[config.mk]
export PLATFORM = sky130hd
export DESIGN_NAME = addr_filter
export DESIGN_NICKNAME = d
export VERILOG_FILES = /design/src/rtl/af_pkg.sv /design/src/rtl/af_crc_unit.sv /design/src/rtl/af_hash_table.sv /design/src/rtl/af_decide.sv /design/src/rtl/addr_filter.sv
export SDC_FILE = /design/constraint.sdc
export NUM_CORES = 1
export LEC_CHECK = 0
export ABC_AREA = 1
export ABC_CLOCK_PERIOD_IN_PS = 8500
export BUFFER_PORTS_ARGS = -buffer_cell sky130_fd_sc_hd__buf_2
export CORE_ASPECT_RATIO = 0.5
export CORE_MARGIN = 1.5
export CORE_UTILIZATION = 50
export CTS_CLUSTER_SIZE = 40
export DETAILED_ROUTE_END_ITERATION = 8
export GPL_ROUTABILITY_DRIVEN = 0
export GPL_TIMING_DRIVEN = 0
export MAX_ROUTING_LAYER = met4
export PLACE_DENSITY = 0.68
export SLEW_MARGIN = 0
export SYNTH_ARGS = -nofsm -noshare
export SYNTH_HDL_FRONTEND = slang
export SYNTH_SLANG_ARGS = --single-unit
[constraint.sdc]
create_clock -name clk_i -period 8.5 [get_ports clk_i]
set_clock_uncertainty 0.2 [all_clocks]
set_input_delay 0.85 -clock clk_i [delete_from_list [all_inputs] [get_ports clk_i]]
set_output_delay 0.85 -clock clk_i [all_outputs]
set_load 0.02 [all_outputs]
[src/rtl/af_pkg.sv]
package af_pkg;
  localparam int unsigned MAC_W    = 48;
  localparam int unsigned MAC_BYTES = MAC_W / 8;
  localparam logic [31:0] CRC_POLY = 32'hEDB88320;

  typedef struct packed {
    logic promisc;
    logic bc_dis;
    logic mc_en;
  } af_cfg_t;

  function automatic logic [31:0] crc_byte(input logic [31:0] c, input logic [7:0] d);
    logic [31:0] r;
    r = c;
    for (int i = 0; i < 8; i++) begin
      if (r[0] ^ d[i]) r = (r >> 1) ^ CRC_POLY;
      else             r = r >> 1;
    end
    return r;
  endfunction

  function automatic logic [31:0] crc_mac(input logic [MAC_W-1:0] a);
    logic [31:0] r;
    r = '1;
    for (int k = 0; k < MAC_BYTES; k++) r = crc_byte(r, a[MAC_W-1-8*k -: 8]);
    return ~r;
  endfunction
endpackage

[src/rtl/af_crc_unit.sv]
module af_crc_unit (
  input  logic        clk_i,
  input  logic        rst_ni,
  input  logic        clr_i,
  input  logic        vld_i,
  input  logic [7:0]  byte_i,
  input  logic        last_i,
  output logic        done_o,
  output logic [31:0] crc_o
);
  import af_pkg::*;

  logic [31:0] crc_q, res_q, crc_nx;
  logic        done_q;

  assign crc_nx = crc_byte(crc_q, byte_i);

  always_ff @(posedge clk_i or negedge rst_ni) begin
    if (!rst_ni) begin
      crc_q  <= '1;
      res_q  <= '0;
      done_q <= 1'b0;
    end else begin
      done_q <= 1'b0;
      if (clr_i) begin
        crc_q <= '1;
      end else if (vld_i) begin
        if (last_i) begin
          crc_q  <= '1;
          res_q  <= ~crc_nx;
          done_q <= 1'b1;
        end else begin
          crc_q <= crc_nx;
        end
      end
    end
  end

  assign done_o = done_q;
  assign crc_o  = res_q;
endmodule

[src/rtl/af_hash_table.sv]
module af_hash_table #(
  parameter int unsigned IDX_W = 6
) (
  input  logic             clk_i,
  input  logic             rst_ni,
  input  logic             clr_i,
  input  logic             set_i,
  input  logic [IDX_W-1:0] set_idx_i,
  input  logic [IDX_W-1:0] rd_idx_i,
  output logic             hit_o
);
  localparam int unsigned ROWS = (1 << IDX_W) / 8;

  logic [ROWS*8-1:0] tbl;

  for (genvar g = 0; g < ROWS; g++) begin : g_row
    logic [7:0] row_q;
    always_ff @(posedge clk_i or negedge rst_ni) begin
      if (!rst_ni)                                    row_q <= '0;
      else if (clr_i)                                 row_q <= '0;
      else if (set_i && set_idx_i[IDX_W-1:3] == g)    row_q[set_idx_i[2:0]] <= 1'b1;
    end
    assign tbl[g*8 +: 8] = row_q;
  end

  assign hit_o = tbl[rd_idx_i];
endmodule

[src/rtl/af_decide.sv]
module af_decide #(
  parameter int unsigned LEN_W = 16,
  parameter int unsigned IDX_W = 6
) (
  input  logic [af_pkg::MAC_W-1:0] dst_i,
  input  logic [LEN_W-1:0]         len_i,
  input  logic [LEN_W-1:0]         min_len_i,
  input  af_pkg::af_cfg_t          cfg_i,
  input  logic [af_pkg::MAC_W-1:0] ia_i,
  output logic [IDX_W-1:0]         idx_o,
  input  logic                     hit_i,
  output logic                     accept_o,
  output logic                     group_o
);
  import af_pkg::*;

  logic [31:0] crc;
  logic short_f, bcast_f, multi_f;

  assign crc     = crc_mac(dst_i);
  assign idx_o   = crc[IDX_W+1:2];
  assign short_f = len_i < min_len_i;
  assign bcast_f = &dst_i;
  assign multi_f = dst_i[MAC_W-8];

  always_comb begin
    accept_o = 1'b0;
    group_o  = 1'b0;
    if (short_f) begin
      accept_o = 1'b0;
    end else if (cfg_i.promisc) begin
      accept_o = 1'b1;
    end else if (bcast_f) begin
      accept_o = !cfg_i.bc_dis;
      group_o  = !cfg_i.bc_dis;
    end else if (multi_f) begin
      accept_o = cfg_i.mc_en && hit_i;
      group_o  = cfg_i.mc_en && hit_i;
    end else begin
      accept_o = (dst_i == ia_i);
    end
  end
endmodule

[src/rtl/addr_filter.sv]
module addr_filter #(
  parameter int unsigned LEN_W = 16,
  parameter int unsigned IDX_W = 6
) (
  input  logic             clk_i,
  input  logic             rst_ni,
  input  logic             ia_we_i,
  input  logic [47:0]      ia_data_i,
  input  logic             ld_start_i,
  input  logic [LEN_W-1:0] ld_len_i,
  input  logic             ld_valid_i,
  input  logic [7:0]       ld_byte_i,
  output logic             ld_ready_o,
  input  logic             chk_valid_i,
  output logic             chk_ready_o,
  input  logic [47:0]      chk_dst_i,
  input  logic [LEN_W-1:0] chk_len_i,
  input  logic [LEN_W-1:0] cfg_min_len_i,
  input  logic             cfg_promisc_i,
  input  logic             cfg_bc_dis_i,
  input  logic             cfg_mc_en_i,
  output logic             valid_o,
  output logic             accept_o,
  output logic             group_o
);
  import af_pkg::*;

  localparam int unsigned MAX_ENT = 1 << IDX_W;
  localparam int unsigned ENT_W   = IDX_W + 1;

  logic [MAC_W-1:0] ia_q;
  logic [ENT_W-1:0] left_q, ent_cnt;
  logic [2:0]       bidx_q;
  logic [LEN_W-1:0] n_addr;
  logic             byte_acc, last_b, crc_done;
  logic [31:0]      crc_res;

  assign n_addr   = ld_len_i / LEN_W'(MAC_BYTES);
  assign ent_cnt  = (n_addr > LEN_W'(MAX_ENT)) ? ENT_W'(MAX_ENT) : n_addr[ENT_W-1:0];
  assign byte_acc = ld_valid_i && ld_ready_o && !ld_start_i;
  assign last_b   = (bidx_q == 3'(MAC_BYTES - 1));

  always_ff @(posedge clk_i or negedge rst_ni) begin
    if (!rst_ni)      ia_q <= '0;
    else if (ia_we_i) ia_q <= ia_data_i;
  end

  always_ff @(posedge clk_i or negedge rst_ni) begin
    if (!rst_ni) begin
      left_q <= '0;
      bidx_q <= '0;
    end else if (ld_start_i) begin
      left_q <= ent_cnt;
      bidx_q <= '0;
    end else if (byte_acc) begin
      if (last_b) begin
        bidx_q <= '0;
        left_q <= left_q - 1'b1;
      end else begin
        bidx_q <= bidx_q + 1'b1;
      end
    end
  end

  assign ld_ready_o = (left_q != '0);

  af_crc_unit u_crc (
    .clk_i  (clk_i),
    .rst_ni (rst_ni),
    .clr_i  (ld_start_i),
    .vld_i  (byte_acc),
    .byte_i (ld_byte_i),
    .last_i (last_b),
    .done_o (crc_done),
    .crc_o  (crc_res)
  );

  // hold checks off until the final bitmap write has landed
  assign chk_ready_o = (left_q == '0) && !crc_done;

  logic             s1_v;
  logic [MAC_W-1:0] s1_dst;
  logic [LEN_W-1:0] s1_len, s1_min;
  af_cfg_t          s1_cfg;

  always_ff @(posedge clk_i or negedge rst_ni) begin
    if (!rst_ni) begin
      s1_v   <= 1'b0;
      s1_dst <= '0;
      s1_len <= '0;
      s1_min <= '0;
      s1_cfg <= '0;
    end else begin
      s1_v <= chk_valid_i && chk_ready_o;
      if (chk_valid_i && chk_ready_o) begin
        s1_dst <= chk_dst_i;
        s1_len <= chk_len_i;
        s1_min <= cfg_min_len_i;
        s1_cfg <= '{promisc: cfg_promisc_i, bc_dis: cfg_bc_dis_i, mc_en: cfg_mc_en_i};
      end
    end
  end

  logic [IDX_W-1:0] rd_idx;
  logic             hit, dec_acc, dec_grp;

  af_hash_table #(.IDX_W(IDX_W)) u_tbl (
    .clk_i     (clk_i),
    .rst_ni    (rst_ni),
    .clr_i     (ld_start_i),
    .set_i     (crc_done),
    .set_idx_i (crc_res[IDX_W+1:2]),
    .rd_idx_i  (rd_idx),
    .hit_o     (hit)
  );

  af_decide #(.LEN_W(LEN_W), .IDX_W(IDX_W)) u_dec (
    .dst_i     (s1_dst),
    .len_i     (s1_len),
    .min_len_i (s1_min),
    .cfg_i     (s1_cfg),
    .ia_i      (ia_q),
    .idx_o     (rd_idx),
    .hit_i     (hit),
    .accept_o  (dec_acc),
    .group_o   (dec_grp)
  );

  always_ff @(posedge clk_i or negedge rst_ni) begin
    if (!rst_ni) begin
      valid_o  <= 1'b0;
      accept_o <= 1'b0;
      group_o  <= 1'b0;
    end else begin
      valid_o  <= s1_v;
      accept_o <= s1_v && dec_acc;
      group_o  <= s1_v && dec_grp;
    end
  end
endmodule

==> impl.org <==
** Yosys
- Synthesis produced a netlist whose cell count is 2594.
- Average cell area after synthesis :: 7.05 µm²
- Number of synthesized register bits :: 248
- In this run the cell area of the synthesized design comes to 18300 µm².
- After synthesis, flip-flops and latches occupy 34.1% of the total area.
- Synthesis Warnings :: 0
- The number of different library cells used by synthesis comes to 53.
- In the synthesized netlist the dominant register cell turns out to be sky130_fd_sc_hd__dfrtp_1.
- When the netlist entered floorplanning its net count stood at 2774.
- In the synthesized netlist the async set-or-reset flop fraction comes to 100%.
- In this run, synthesis inferred 0 flip-flops with an integrated enable.

** Drt
- The detailed router finished its first iteration with 1743 violations.
- Drt wl/cell :: 17.2 µm
- In the routed design, unresolved DRC markers number 0.
- Count of TritonRoute iterations in the first routing pass :: 7
- After detailed routing, the total wire length is 56600 µm.
- Number of nets with antenna violations after detailed routing :: 0
- Using the TritonRoute via totals, the vias-per-cell ratio works out to 5.37.
- Count of vias placed by the detailed router :: 17700

** Timing
- Adding up every negative setup slack in the final design gives 0 ns.
- Setup repair after global routing missed its margin :: false
- Max Transition Viols Final :: 0
- Achievable clock frequency :: 181 MHz
- Final worst-path cycle share :: 64.9%
- Relative slew slack :: 8.48%
- Hold violation total from the final report :: 0
- For the pin with the worst max-slew slack, the measured transition is 1.36 ns.
- Final setup violation count :: 0
- The worst path in the final design needs a cycle of 5.52 ns, including I/O delays and setup.

** Setup path
- Worst path slowest cell :: sky130_fd_sc_hd__ha_1
- Reg2reg path depth :: 39
- Highest fanout seen on the critical path :: 10
- For the worst setup path, the data required time is 8.73 ns.
- The critical path is of the reg -> reg type.
- STA classifies the critical path startpoint as a flip-flop.
- The critical path contains buffers and inverters numbering 4 combined.
- In this design, the largest share of critical-path delay is due to simple AND/OR/NAND/NOR gates.
- The most numerous cell type found on the critical path is sky130_fd_sc_hd__nand2_1.
- The setup check on the worst reg-to-reg path leaves a slack of 2.98 ns.
- The worst register-to-register path begins at s1_dst[41].
- Arrival @ worst endpoint :: 5.75 ns
- Worst flop-to-flop path endpoint :: accept_o
- The worst setup path is captured at a flip-flop.
- Crit-path max cell delay :: 0.47 ns

** Clock tree
- Clock tree buffer depth :: 3
- Reg clk slew, reported paths :: 0.07 ns
- Number of hold-repair buffers added at the cts stage :: 0
- TritonCTS built the clock tree.
- The later pin in the worst-skew pair is clocked with a latency of 0.55 ns.
- CTS H-tree lvls :: 1
- Clock buffers created by TritonCTS :: 25
- After clock tree synthesis, the setup repair step added 0 buffers.
- Clk root buf :: sky130_fd_sc_hd__clkbuf_16
- TritonCTS Sinks :: 248
- In this run, post-CTS repair resized a total of 0 instances.

** Final layout
- Area added between synthesis and finish :: 12.6%
- Of the cells placed in the final design, the portion with a size suffix greater than 1 is 17.1%.
- Leaving out fill and tap cells, the most frequent cells in the layout are sky130_fd_sc_hd__nand2_1, sky130_fd_sc_hd__inv_1, sky130_fd_sc_hd__nand3_1.
- Leaving out fill and tap cells, the most frequent cell in the layout is sky130_fd_sc_hd__nand2_1.
- At the end of the flow, the number of nets in the layout was 2967.
- Diodes inserted :: 0

** Min path
- The worst hold path belongs to the class in -> async.

** Floorplan
- The initial utilization of the core area, before any placement, comes to 50.8%.
- Y dimension of the die :: 138 µm
- Count of standard-cell rows :: 49
- The die covers 37800 µm².
- Die X :: 274 µm
- Ports :: 166
- Core Region :: 36000 µm²

** GRT
- The first global-routing pass estimated 89900 µm of wire.
- Aggregate global routing overflow :: 0
- The number of global-route vias before repair is 16800.
- Global routing consumed, over all layers together, 30.9% of the routing resources.
- Entering global routing, the biggest net connects 102 pins.
- The initial antenna violation count came to 0.

** Placement
- In this run the tool buffered the top-level ports with 163 buffer cells.
- HPWL Detailed :: 43900 µm

** Flow run
- Max-cap violations in this run came to 0.

** Status
- The run finished with clean final reports.
## flip-flops by register name, indices dropped and copies added (netlist names), 3 cells and up
signal             flops
ia_q                  48
left_q                 7
s1_cfg                 3
u_tbl.g_row.row_q     64
s1_min                16
u_crc.crc_o            6
bidx_q                 3
u_crc.crc_q           32
s1_len                16
s1_dst                48
## cell type report
class | count | area [µm²]
Fill cell | 3445 | 15400
Buffer | 57 | 297
Sequential cell | 248 | 6250
Clock inverter | 11 | 140
Multi-Input combinational cell | 1939 | 10400
Inverter | 350 | 1320
Clock buffer | 34 | 669
Tap cell | 484 | 606
Timing Repair Buffer | 166 | 888
## worst max path at each step
stage	endpoint	slack, ns	depth (start not counted)	start
4_1_cts	accept_o	3.03	39	s1_dst[41]
3_5_place_dp	accept_o	3.04	39	s1_dst[41]
2_1_floorplan	accept_o	4.17	41	s1_dst[40]
3_3_place_gp	s1_dst[33]	1.76	1	rst_ni
6_report	accept_o	2.98	39	s1_dst[41]
5_1_grt	accept_o	2.53	39	s1_dst[41]
## metrics by stage
stage / std cells / hold slack [ns] / worst slack [ns] / util, % / area, µm²
after floorplan: 2594 / 0.174 / 4.17 / - / 18300
after global placement: 3241 / 0.185 / 1.76 / 54.8 / 19700
after detailed placement: 3244 / 0.189 / 3.04 / 55.0 / 19800
after CTS: 3289 / 0.107 / 3.03 / 57.2 / 20600
after global routing: 3289 / 0.134 / 2.53 / 57.2 / 20600
final: 3289 / 0.0704 / 2.98 / 57.2 / 20600
## Yosys cell counts, types with 8 or more instances
cell type	count	area share [%]
sky130_fd_sc_hd__nand3_1	220	6.0
sky130_fd_sc_hd__a21oi_1	90	2.5
sky130_fd_sc_hd__nand4_1	22	0.75
sky130_fd_sc_hd__nor3_1	16	0.44
sky130_fd_sc_hd__dfstp_2	32	4.6
sky130_fd_sc_hd__buf_6	8	0.49
sky130_fd_sc_hd__xnor2_1	61	2.9
sky130_fd_sc_hd__nand3_2	26	1.4
sky130_fd_sc_hd__nor4_1	14	0.48
sky130_fd_sc_hd__ha_1	19	1.3
sky130_fd_sc_hd__buf_1	9	0.18
sky130_fd_sc_hd__nand2_4	27	1.7
sky130_fd_sc_hd__dfrtp_1	216	30
sky130_fd_sc_hd__nand2_2	82	2.8
sky130_fd_sc_hd__nor2_1	54	1.1
sky130_fd_sc_hd__o22ai_1	31	1.1
sky130_fd_sc_hd__clkbuf_1	32	0.66
sky130_fd_sc_hd__o211ai_1	16	0.66
sky130_fd_sc_hd__nand2_1	922	19
sky130_fd_sc_hd__inv_2	44	0.90
sky130_fd_sc_hd__mux2_2	16	0.98
sky130_fd_sc_hd__inv_1	302	6.2
sky130_fd_sc_hd__o21ai_0	124	3.4
sky130_fd_sc_hd__xor2_1	126	6.0
## cells by family (layout without fill, tap and decap cells)
| group | Yosys count | count (layout) | synth area share (%) |
|---|---|---|---|
| buffers and inverters | 407 | 618 | 8.85 |
| DFF | 248 | 248 | 34.1 |
| and+or+nand+nor | 1405 | 1405 | 34.5 |
| xor gates and xnor gates | 206 | 206 | 11.3 |
| AOI/OAI and AO/OA | 293 | 293 | 8.88 |
| adders and majority gates | 19 | 19 | 1.30 |
| muxes | 16 | 16 | 0.985 |
## layer usage
| layer | part of all wire [%] | GRT usage (%) |
|---|---|---|
| met1 | 44 | 41.8 |
| met2 | 46 | 49.1 |
| met3 | 7.0 | 3.63 |
| met4 | 3.1 | 8.69 |
| met5 | 0 | - |
Power is not shown: default switching activity piles up to over one toggle a cycle in this logic, so the estimate is an artifact.
